===== src/rtl/deser16_tree.sv =====
module deser16_tree #(
  parameter int SEG = 4
) (
  input  logic                 clk_bit,
  input  logic                 rst,
  input  logic                 serial_in,
  output logic [SEG*SEG-1:0]   word_out,
  output logic                 word_valid,
  output logic                 pclk_p,
  output logic                 pclk_n
);
  localparam int W  = SEG * SEG;
  localparam int CW = $clog2(SEG);
  localparam logic [CW-1:0] LAST = CW'(SEG - 1);
  localparam logic [CW-1:0] HALF = CW'(SEG / 2);

  logic          din_q;
  logic          run;
  logic [CW-1:0] cnt1;
  logic [CW-1:0] cnt2;
  logic [SEG-1:0] s1;
  logic [SEG-1:0] nib;
  logic [W-1:0]  word_next;

  wire nib_done  = run && (cnt1 == LAST);
  wire word_done = nib_done && (cnt2 == LAST);

  assign nib = {s1[SEG-2:0], din_q};

  // capture flop, first-level shifter and both dividers
  always_ff @(posedge clk_bit) begin
    if (rst) begin
      din_q <= 1'b0;
      run   <= 1'b0;
      s1    <= '0;
      cnt1  <= '0;
      cnt2  <= '0;
    end else begin
      din_q <= serial_in;
      run   <= 1'b1;
      if (run) begin
        s1   <= nib;
        cnt1 <= (cnt1 == LAST) ? '0 : cnt1 + 1'b1;
        if (nib_done)
          cnt2 <= (cnt2 == LAST) ? '0 : cnt2 + 1'b1;
      end
    end
  end

  // second-level lanes: lane j collects bit j of every nibble
  for (genvar j = 0; j < SEG; j++) begin : g_lane
    logic [SEG-1:0] lane;
    always_ff @(posedge clk_bit) begin
      if (rst)
        lane <= '0;
      else if (nib_done)
        lane <= {lane[SEG-2:0], nib[j]};
    end
    for (genvar m = 0; m < SEG; m++) begin : g_bit
      if (m == 0) begin : g_new
        assign word_next[SEG*m+j] = nib[j];
      end else begin : g_old
        assign word_next[SEG*m+j] = lane[m-1];
      end
    end
  end

  always_ff @(posedge clk_bit) begin
    if (rst) begin
      word_out   <= '0;
      word_valid <= 1'b0;
    end else begin
      word_valid <= word_done;
      if (word_done)
        word_out <= word_next;
    end
  end

  assign pclk_p = cnt2[CW-1];
  assign pclk_n = ~pclk_p;

  p_word_hold_r6: assert property (@(posedge clk_bit) disable iff (rst)
    (word_out != $past(word_out)) |-> word_valid);

  p_valid_pulse_r5: assert property (@(posedge clk_bit) disable iff (rst)
    word_valid |=> !word_valid);

  p_fall_loads_r8: assert property (@(posedge clk_bit) disable iff (rst)
    $fell(pclk_p) |-> word_valid);

  p_load_falls_r8: assert property (@(posedge clk_bit) disable iff (rst)
    word_valid |-> $fell(pclk_p));

  p_clk_phase_r7: assert property (@(posedge clk_bit) disable iff (rst)
    (pclk_p != $past(pclk_p)) |-> (cnt1 == '0 && (cnt2 == '0 || cnt2 == HALF)));

endmodule


===== config.mk =====
export PLATFORM = sky130hd
export DESIGN_NAME = deser16_tree
export DESIGN_NICKNAME = d
export VERILOG_FILES = /design/src/rtl/deser16_tree.sv
export SDC_FILE = /design/constraint.sdc
export NUM_CORES = 1
export LEC_CHECK = 0
export BUFFER_PORTS_ARGS = -buffer_cell sky130_fd_sc_hd__clkbuf_2
export CAP_MARGIN = 10
export CORE_MARGIN = 2
export CORE_UTILIZATION = 50
export CTS_BUF_LIST = sky130_fd_sc_hd__clkbuf_16
export CTS_CLUSTER_DIAMETER = 100
export DETAILED_ROUTE_END_ITERATION = 10
export PLACE_DENSITY = 0.81
export SKIP_CTS_REPAIR_TIMING = 1
export SYNTH_ARGS = -nofsm -noshare
export SYNTH_HDL_FRONTEND = slang
export SYNTH_SLANG_ARGS = --single-unit

===== constraint.sdc =====
create_clock -name clk_bit -period 1.2 [get_ports clk_bit]
set_clock_uncertainty 0.05 [all_clocks]
set_input_delay 0.12 -clock clk_bit [delete_from_list [all_inputs] [get_ports clk_bit]]
set_output_delay 0.12 -clock clk_bit [all_outputs]
set_load 0.02 [all_outputs]

Yosys cells after proc, flatten, opt, wreduce, memory -nomap -nowiden
Cells that the tools add are included.

$add $sub $neg: 2. Equality and inequality tests: 2. Muxes and demuxes: 3. Bitwise logic cells: 1. Reduce and logical (&&, ||, !) cells: 3.

Operators by type and width (count): $add A2 B1 Y2 const B (2); $eq A2 B2 Y1 const B (2); $mux W2 (2); $logic_and A1 B1 Y1 (2); $reduce_and A2 Y1 (1); $mux W1 (1); $not A1 Y1 (1).

Bits in registers: 38. Input bits: 3. Output and inout port bits: 19. Word-level logic and storage cells: 22.

Depth between registers and ports, before layout
Gate-level depths: netlist of run 1.

Word-level depth: 3. Depth in mapped cells: 5. Depth with buffers taken out: 3.

Worst setup path before layout of run 1
No wires, ideal clock.

Kind: reg-to-reg. Start point: reg cnt2[1]. End point: reg word_out[0]. Library setup time: 72 ps. Data arrival time: 1263 ps. Data required time: 1078 ps. Slack: -185 ps. Stages on the path, launching flop included: 6. Path buffers: 2. Clock period less this slack: 1385 ps. Cell sequence: dfxtp_1 > ha_1 > and3_4 > buf_6 > buf_8 > mux2i_1.

Longest elaborated chain between the ends: 2.

Ends and longest elaborated chain: from (decl) (line 20) `logic [CW-1:0] cnt2;`; from (signal assigned) (line 45) `cnt2 <= (cnt2 == LAST) ? '0 : cnt2 + 1'b1;`; $eq A2 B2 Y1 (line 26) `wire word_done = nib_done && (cnt2 == LAST);`; $logic_and A1 B1 Y1 (line 26); to (signal assigned) (line 75) `word_out <= word_next;`; to (decl) (line 7) `output logic [SEG*SEG-1:0] word_out,`.

No other way between the ends. A chain may end at the register's enable or synchronous reset.

Worst setup path after layout of run 1
Start point: reg cnt1[0]. End point: reg word_out[11].

Longest elaborated chain between the ends: 3.

Ends and longest elaborated chain: from (decl) (line 19) `logic [CW-1:0] cnt1;`; from (signal assigned) (line 43) `cnt1 <= (cnt1 == LAST) ? '0 : cnt1 + 1'b1;`; $eq A2 B2 Y1 (line 25) `wire nib_done = run && (cnt1 == LAST);`; $logic_and A1 B1 Y1 (line 25); $logic_and A1 B1 Y1 (line 26).

No other way between the ends.

==> impl_metrics.json, run 1 <==
{
  "start_util": 0.528,
  "yosysWarnings": 0,
  "rr_endpoint": "word_out[11]$_SDFFE_PP0P_",
  "synth_edf_count": 0,
  "antenna-diode-count": 0,
  "final.min_clock_period_ns": 1.24,
  "violations": "negative setup slack",
  "syn_avg_cell_area_um2": 10.2,
  "relSlewSlack": 0.765,
  "drt_iter0_drc": 47,
  "critPathTopFamily": "flip-flops",
  "critPathBufInv": 1,
  "hold_viol_final": 0,
  "worstRegToRegCells": 4,
  "holdPathStages": 2,
  "via_per_inst": 5.06,
  "async_reset_ff_frac": 0,
  "layout_setup_ws_ns": -0.0439,
  "syn-num-nets": 165,
  "areaGrowthSynthToFinish_pct": 24.4,
  "arrival_ns": 1.39,
  "wl_per_cell_um": 12.2,
  "portBuffers": 21,
  "cts_max_path_buffers": 2,
  "worstPathRequired_ns": 1.35,
  "fp.coreArea_um2": 3080,
  "setup_viol": 7,
  "design.die.area_um2": 3720,
  "cts-root-buf": "clkbuf_16",
  "netlist_instances": 160,
  "numCtsBuffers": 5,
  "slowest_delay_ns": 0.35,
  "startpoint": "cnt1[0]$_SDFFE_PP0P_",
  "numClockSinks": 38,
  "dr.pass1.iters": 4,
  "min_path_type": "in2reg",
  "peakVddDrop_mv": 1.13,
  "tightest_slew_ns": 0.348,
  "status": "finished, violations left",
  "gp_congestion": 0.708,
  "slowest_stage": "dfxtp_2",
  "grt_use_total": 0.170,
  "yosys_most_used_dff": "dfxtp_1",
  "rows": 20,
  "grt_pass1_wl_um": 4510,
  "max_freq_mhz": 804,
  "min_to": "din_q$_SDFF_PP0_",
  "final_nets": 189,
  "rrSetupSlack_ns": -0.04,
  "drc": 0,
  "maxCapViolCount": 0,
  "fp.dieH_um": 61.0,
  "r2r_start": "cnt1[0]$_SDFFE_PP0P_",
  "drive_above_1_share": 0.319,
  "fin_crit_sh": 1.04,
  "power_density_nw_per_um2": 1400,
  "die_w_um": 61.0,
  "antenna_found_initial": 0,
  "nFillCells": 258,
  "critical_path.max_fanout": 6,
  "rsz0062_at_grt": "yes",
  "vias": 1158,
  "htreeDepth": 2,
  "cts_tree": "yes",
  "synth-seq-area-share": 0.468,
  "clk_latency_ns": 0.27,
  "hold_start": "serial_in",
  "crit_type": "reg2reg",
  "fin_util": 0.657,
  "grt_pass1_vias": 1006,
  "path_clk_slew_ns": 0.05,
  "dp_hpwl_um": 1840,
  "drv_slew": 0,
  "worstSetupStartpointType": "flip-flop",
  "cp-end-kind": "flip-flop",
  "routed_wl_um": 2800,
  "synth_area_um2": 1620,
  "synthDistinctLibCells": 20,
  "crit_chain": "ha_4 -> and3_4 -> buf_12 -> mux2i_1",
  "synth_seq_cells": 38,
  "antenna_left": 0,
  "gr-total-overflow": 0,
  "finalPower_mw": 2.83,
  "ios": 22,
  "grt_max_degree": 53,
  "power.leakage_nw": 0.765
}
==> flip-flops by register name (all words and copies together) (netlist names) <==
| name | count |
|---|---|
| cnt2 | 2 |
| run | 1 |
| din_q | 1 |
| cnt1 | 2 |
| word_valid | 1 |
| g_lane.lane | 12 |
| s1 | 3 |
| word_out | 16 |
==> metal layers <==
layer | track usage | wire length (um) | vias to the layer above
met2 | 0.261 | 1340 | 30
met3 | 0.0576 | 121 | 6
met1 | 0.207 | 1270 | 531
met4 | 0.0994 | 61 | 0
met5 | 0 | 0 | -
li1 | - | - | 591
==> logic make-up after synthesis <==
logic type / after synthesis / share of synthesized area
adders and majority gates: 2 / 0.0154
DFF: 38 / 0.468
AOI/OAI and AO/OA: 29 / 0.133
muxes: 20 / 0.123
and+or+nand+nor: 55 / 0.203
buffers and inverters: 16 / 0.0578
==> cell usage after synthesis (all sizes together) (2+ instances only) <==
cell type	number	area share
nand2b	33	0.13
nor2	4	0.0092
mux2i	20	0.12
inv	2	0.0046
dfxtp	38	0.47
ha	2	0.015
buf	9	0.042
clkbuf	5	0.012
nand3	13	0.040
a21bo	13	0.080
a21oi	14	0.043
==> worst max path at each step <==
stage	cells after the start	slack (ns)	to
3_5_place_dp	4	-0.1	word_out[11]$_SDFFE_PP0P_
5_1_grt	4	-0.07	word_out[6]$_SDFFE_PP0P_
2_1_floorplan	5	-0.03	word_out[0]$_SDFFE_PP0P_
3_3_place_gp	4	-0.02	cnt2[0]$_SDFFE_PP0P_
6_report	4	-0.04	word_out[11]$_SDFFE_PP0P_
4_1_cts	4	-0.12	word_out[11]$_SDFFE_PP0P_
==> area by class of cell <==
type / instances / area (um^2) / area share
Timing Repair Buffer: 31 / 230 / 0.114
Multi-Input combinational cell: 106 / 795 / 0.393
Clock inverter: 3 / 40.0 / 0.0198
Inverter: 2 / 7.51 / 0.00372
Clock buffer: 5 / 125 / 0.0619
Tap cell: 44 / 55.1 / 0.0272
Sequential cell: 38 / 768 / 0.380
==> per-stage QoR <==
step	cell area, um^2	instances	hold WS (ns)	setup TNS [ns]	worst slack, ns
after floorplan	1640	160	0.198	-0.253	-0.0267
after global placement	1810	220	0.284	-0.0212	-0.0212
after detailed placement	1810	220	0.294	-0.848	-0.0979
after CTS	1980	228	0.00436	-1.20	-0.116
after global routing	2020	229	0.0125	-0.916	-0.0743
final	2020	229	0.00448	-0.119	-0.0439
==> layout by cell type, fill, tap and decap left out <==
cell       instances
a21bo_2           13
a21boi_0           1
a21oi_1           14
and2_1             1
and3_4             1
buf_12             2
buf_4              5
buf_6              2
bufinv_16          1
clkbuf_16          6
clkbuf_2          21
clkinv_2           2
dfxtp_1           34
dfxtp_2            3
dfxtp_4            1
ha_4               2
inv_1              2
mux2i_1           20
nand2b_1          33
nand3_1           13
nor2_1             4
nor2b_1            1
nor4bb_1           1
o21a_1             1
or3b_1             1
==> report_power, final <==
part	switching (mW)	internal, mW	total, mW
sequential	0.0133	1.27	1.29
clock	0.463	0.970	1.43
combinational	0.0545	0.0538	0.108
total	0.531	2.30	2.83
Power figures use the tool's default switching activity.
==> run 2: changes to the inputs <==
ABC_AREA = 1   (was not set)
CORE_UTILIZATION = 48   (was 50)
PLACE_DENSITY = 0.79   (was 0.81)
==> impl_metrics.json, run 2 <==
{
  "fin_util": 0.626,
  "syn_avg_cell_area_um2": 8.05,
  "synth_area_um2": 1350,
  "max_freq_mhz": 906,
  "power.leakage_nw": 0.793,
  "largest_reg_flops": 16,
  "drv_slew": 0,
  "drive_above_1_share": 0.226,
  "synth-seq-area-share": 0.562,
  "hold-worst-slack_ns": -0.0212,
  "cp-end-kind": "flip-flop",
  "wl_per_cell_um": 10.9,
  "grt_use_total": 0.164,
  "ys_top_cells_by_area": "dfxtp_1 56%, nor2_1 12%, nand2_1 9.4%, nand3_1 5.2%, o21ai_0 3.3%",
  "syn-num-nets": 173,
  "ios": 22,
  "slowest_delay_ns": 0.35,
  "numCtsBuffers": 5,
  "gr-total-overflow": 0,
  "final.min_clock_period_ns": 1.10,
  "hold_viol_final": 1,
  "top_register": "word_out",
  "critical_path.max_fanout": 15,
  "gp_congestion": 0.798,
  "cts_max_path_buffers": 2,
  "nFillCells": 237,
  "fp.coreArea_um2": 2710,
  "via_per_inst": 4.92,
  "cts-root-buf": "clkbuf_16",
  "htreeDepth": 2,
  "fp.dieH_um": 57.1,
  "grt_pass1_wl_um": 4000,
  "dr.pass1.iters": 4,
  "worstSetupStartpointType": "flip-flop",
  "drt_iter0_drc": 24,
  "yosys_most_used_dff": "dfxtp_1",
  "power_density_nw_per_um2": 1550,
  "register_area_um2": 768,
  "synthDistinctLibCells": 17,
  "multiInputGateArea_um2": 544,
  "violations": "negative hold slack",
  "worstPathRequired_ns": 1.37,
  "status": "finished, violations left",
  "yosysTopAreaCell": "dfxtp_1",
  "fin_crit_sh": 0.920,
  "maxCapViolCount": 0,
  "peakVddDrop_mv": 1.40,
  "antenna_found_initial": 0,
  "synth_common_cells": "43 x nor2_1, 38 x dfxtp_1, 34 x nand2_1, 14 x nand3_1",
  "design.die.area_um2": 3260,
  "final_nets": 199,
  "tightest_slew_ns": 0.235,
  "drc": 0,
  "layout_commonest_cell": "nor2_1",
  "path_clk_slew_ns": 0.05,
  "antenna_left": 0,
  "rsz0062_at_grt": "no",
  "numClockSinks": 38,
  "vias": 1112,
  "routed_wl_um": 2460,
  "setup_viol": 0,
  "grt_pass1_vias": 954,
  "start_util": 0.499,
  "rows": 19,
  "synth_edf_count": 0,
  "synth_seq_cells": 38,
  "dp_hpwl_um": 1710,
  "finalPower_mw": 2.63,
  "yosysWarnings": 0,
  "arrival_ns": 1.28,
  "die_w_um": 57.1,
  "slowest_stage": "dfxtp_2",
  "path_common_cell": "nand2_1",
  "synth_top_area_frac": 0.562,
  "antenna-diode-count": 0,
  "cts_tree": "yes",
  "mostFrequentLayoutCells": "43 x nor2_1, 34 x nand2_1, 34 x dfxtp_1",
  "areaGrowthSynthToFinish_pct": 25.3,
  "grt_max_degree": 27,
  "crit_chain": "ha_4 -> nand3_4 -> nor2_4 -> buf_12 -> nand2_1 -> nand2_1",
  "reg_top3": "word_out (16), g_lane.lane (12), s1 (3)",
  "min_path_type": "in2reg",
  "portBuffers": 21,
  "synth_most_common_cell": "nor2_1",
  "clk_latency_ns": 0.28,
  "async_reset_ff_frac": 0,
  "relSlewSlack": 0.843,
  "netlist_instances": 168,
  "crit_type": "reg2reg"
}
[run 2: changes by cell type after synthesis, moves of 9 or more]
cell and change:
o21ai_1 +9, a21oi_1 -13, nand2_1 +34, mux2i_1 -20, a21bo_2 -13, nor2_1 +39
o21ai_0 +9, nand2b_1 -33
[run 2: cell families (layout without fill, tap and decap cells)]
| logic type | count (synthesis) | count (layout) | synth area share |
|---|---|---|---|
| AO/OA/AOI/OAI | 19 | 19 | 0.0703 |
| buffers and inverters | 15 | 42 | 0.0574 |
| AND/OR/NAND/NOR | 94 | 94 | 0.291 |
| adder cells (fa/ha/maj) | 2 | 2 | 0.0185 |
| flip-flops | 38 | 38 | 0.562 |
[run 2: per-stage QoR]
step                cells  setup TNS [ns]  area, um^2  hold slack [ns]  worst slack [ns]
finish                226               0        1700          -0.0212            0.0962
global route          226               0        1700          0.00946            0.0191
CTS                   226           -1.20        1670          -0.0216            -0.109
detailed placement    218          -0.663        1530            0.268           -0.0617
global placement      218         -0.0220        1530            0.263           -0.0200
floorplan             168               0        1370            0.139            0.0175
[run 2: final cells by class]
| cell class | count | area share |
|---|---|---|
| inverters | 7 | 0.0185 |
| flip-flops and latches | 38 | 0.453 |
| clock inverters | 3 | 0.00738 |
| well taps | 31 | 0.0229 |
| clock buffers | 5 | 0.0738 |
| multi-input cells | 115 | 0.321 |
| repair buffers | 27 | 0.103 |
[run 2: path summary, 6_finish.rpt]
kind,startpoint,end,slack [ns],cells after the start
worst max-delay path,cnt1[1]$_SDFFE_PP0P_,word_out[4]$_SDFFE_PP0P_,0.1,6
worst min-delay path,serial_in,din_q$_SDFF_PP0_,-0.02,3
worst max register to register,cnt1[1]$_SDFFE_PP0P_,word_out[4]$_SDFFE_PP0P_,0.1,6
worst min register to register,g_lane[1].lane[2]$_SDFFE_PP0P_,word_out[13]$_SDFFE_PP0P_,0.40,2
[run 2: power by group]
part / internal (mW) / switching (mW)
registers: 1.29 / 0.0247
logic: 0.0456 / 0.0621
clock network: 0.749 / 0.462
total: 2.08 / 0.549
[run 2: per-layer routing]
| layer | share of wire | up-vias | track usage |
|---|---|---|---|
| li1 | - | 582 | - |
| met1 | 0.44 | 505 | 0.167 |
| met2 | 0.50 | 18 | 0.292 |
| met3 | 0.037 | 7 | 0.0476 |
| met4 | 0.024 | 0 | 0.0997 |
| met5 | 0 | - | 0 |
[run 2: worst max-delay path, delay by kind of cell, from the launching register on]
family,cells,cell delay [ns]
adder cells (fa/ha/maj),1,0.17
flip-flops,1,0.35
buffers and inverters,1,0.14
AND/OR/NAND/NOR,4,0.35
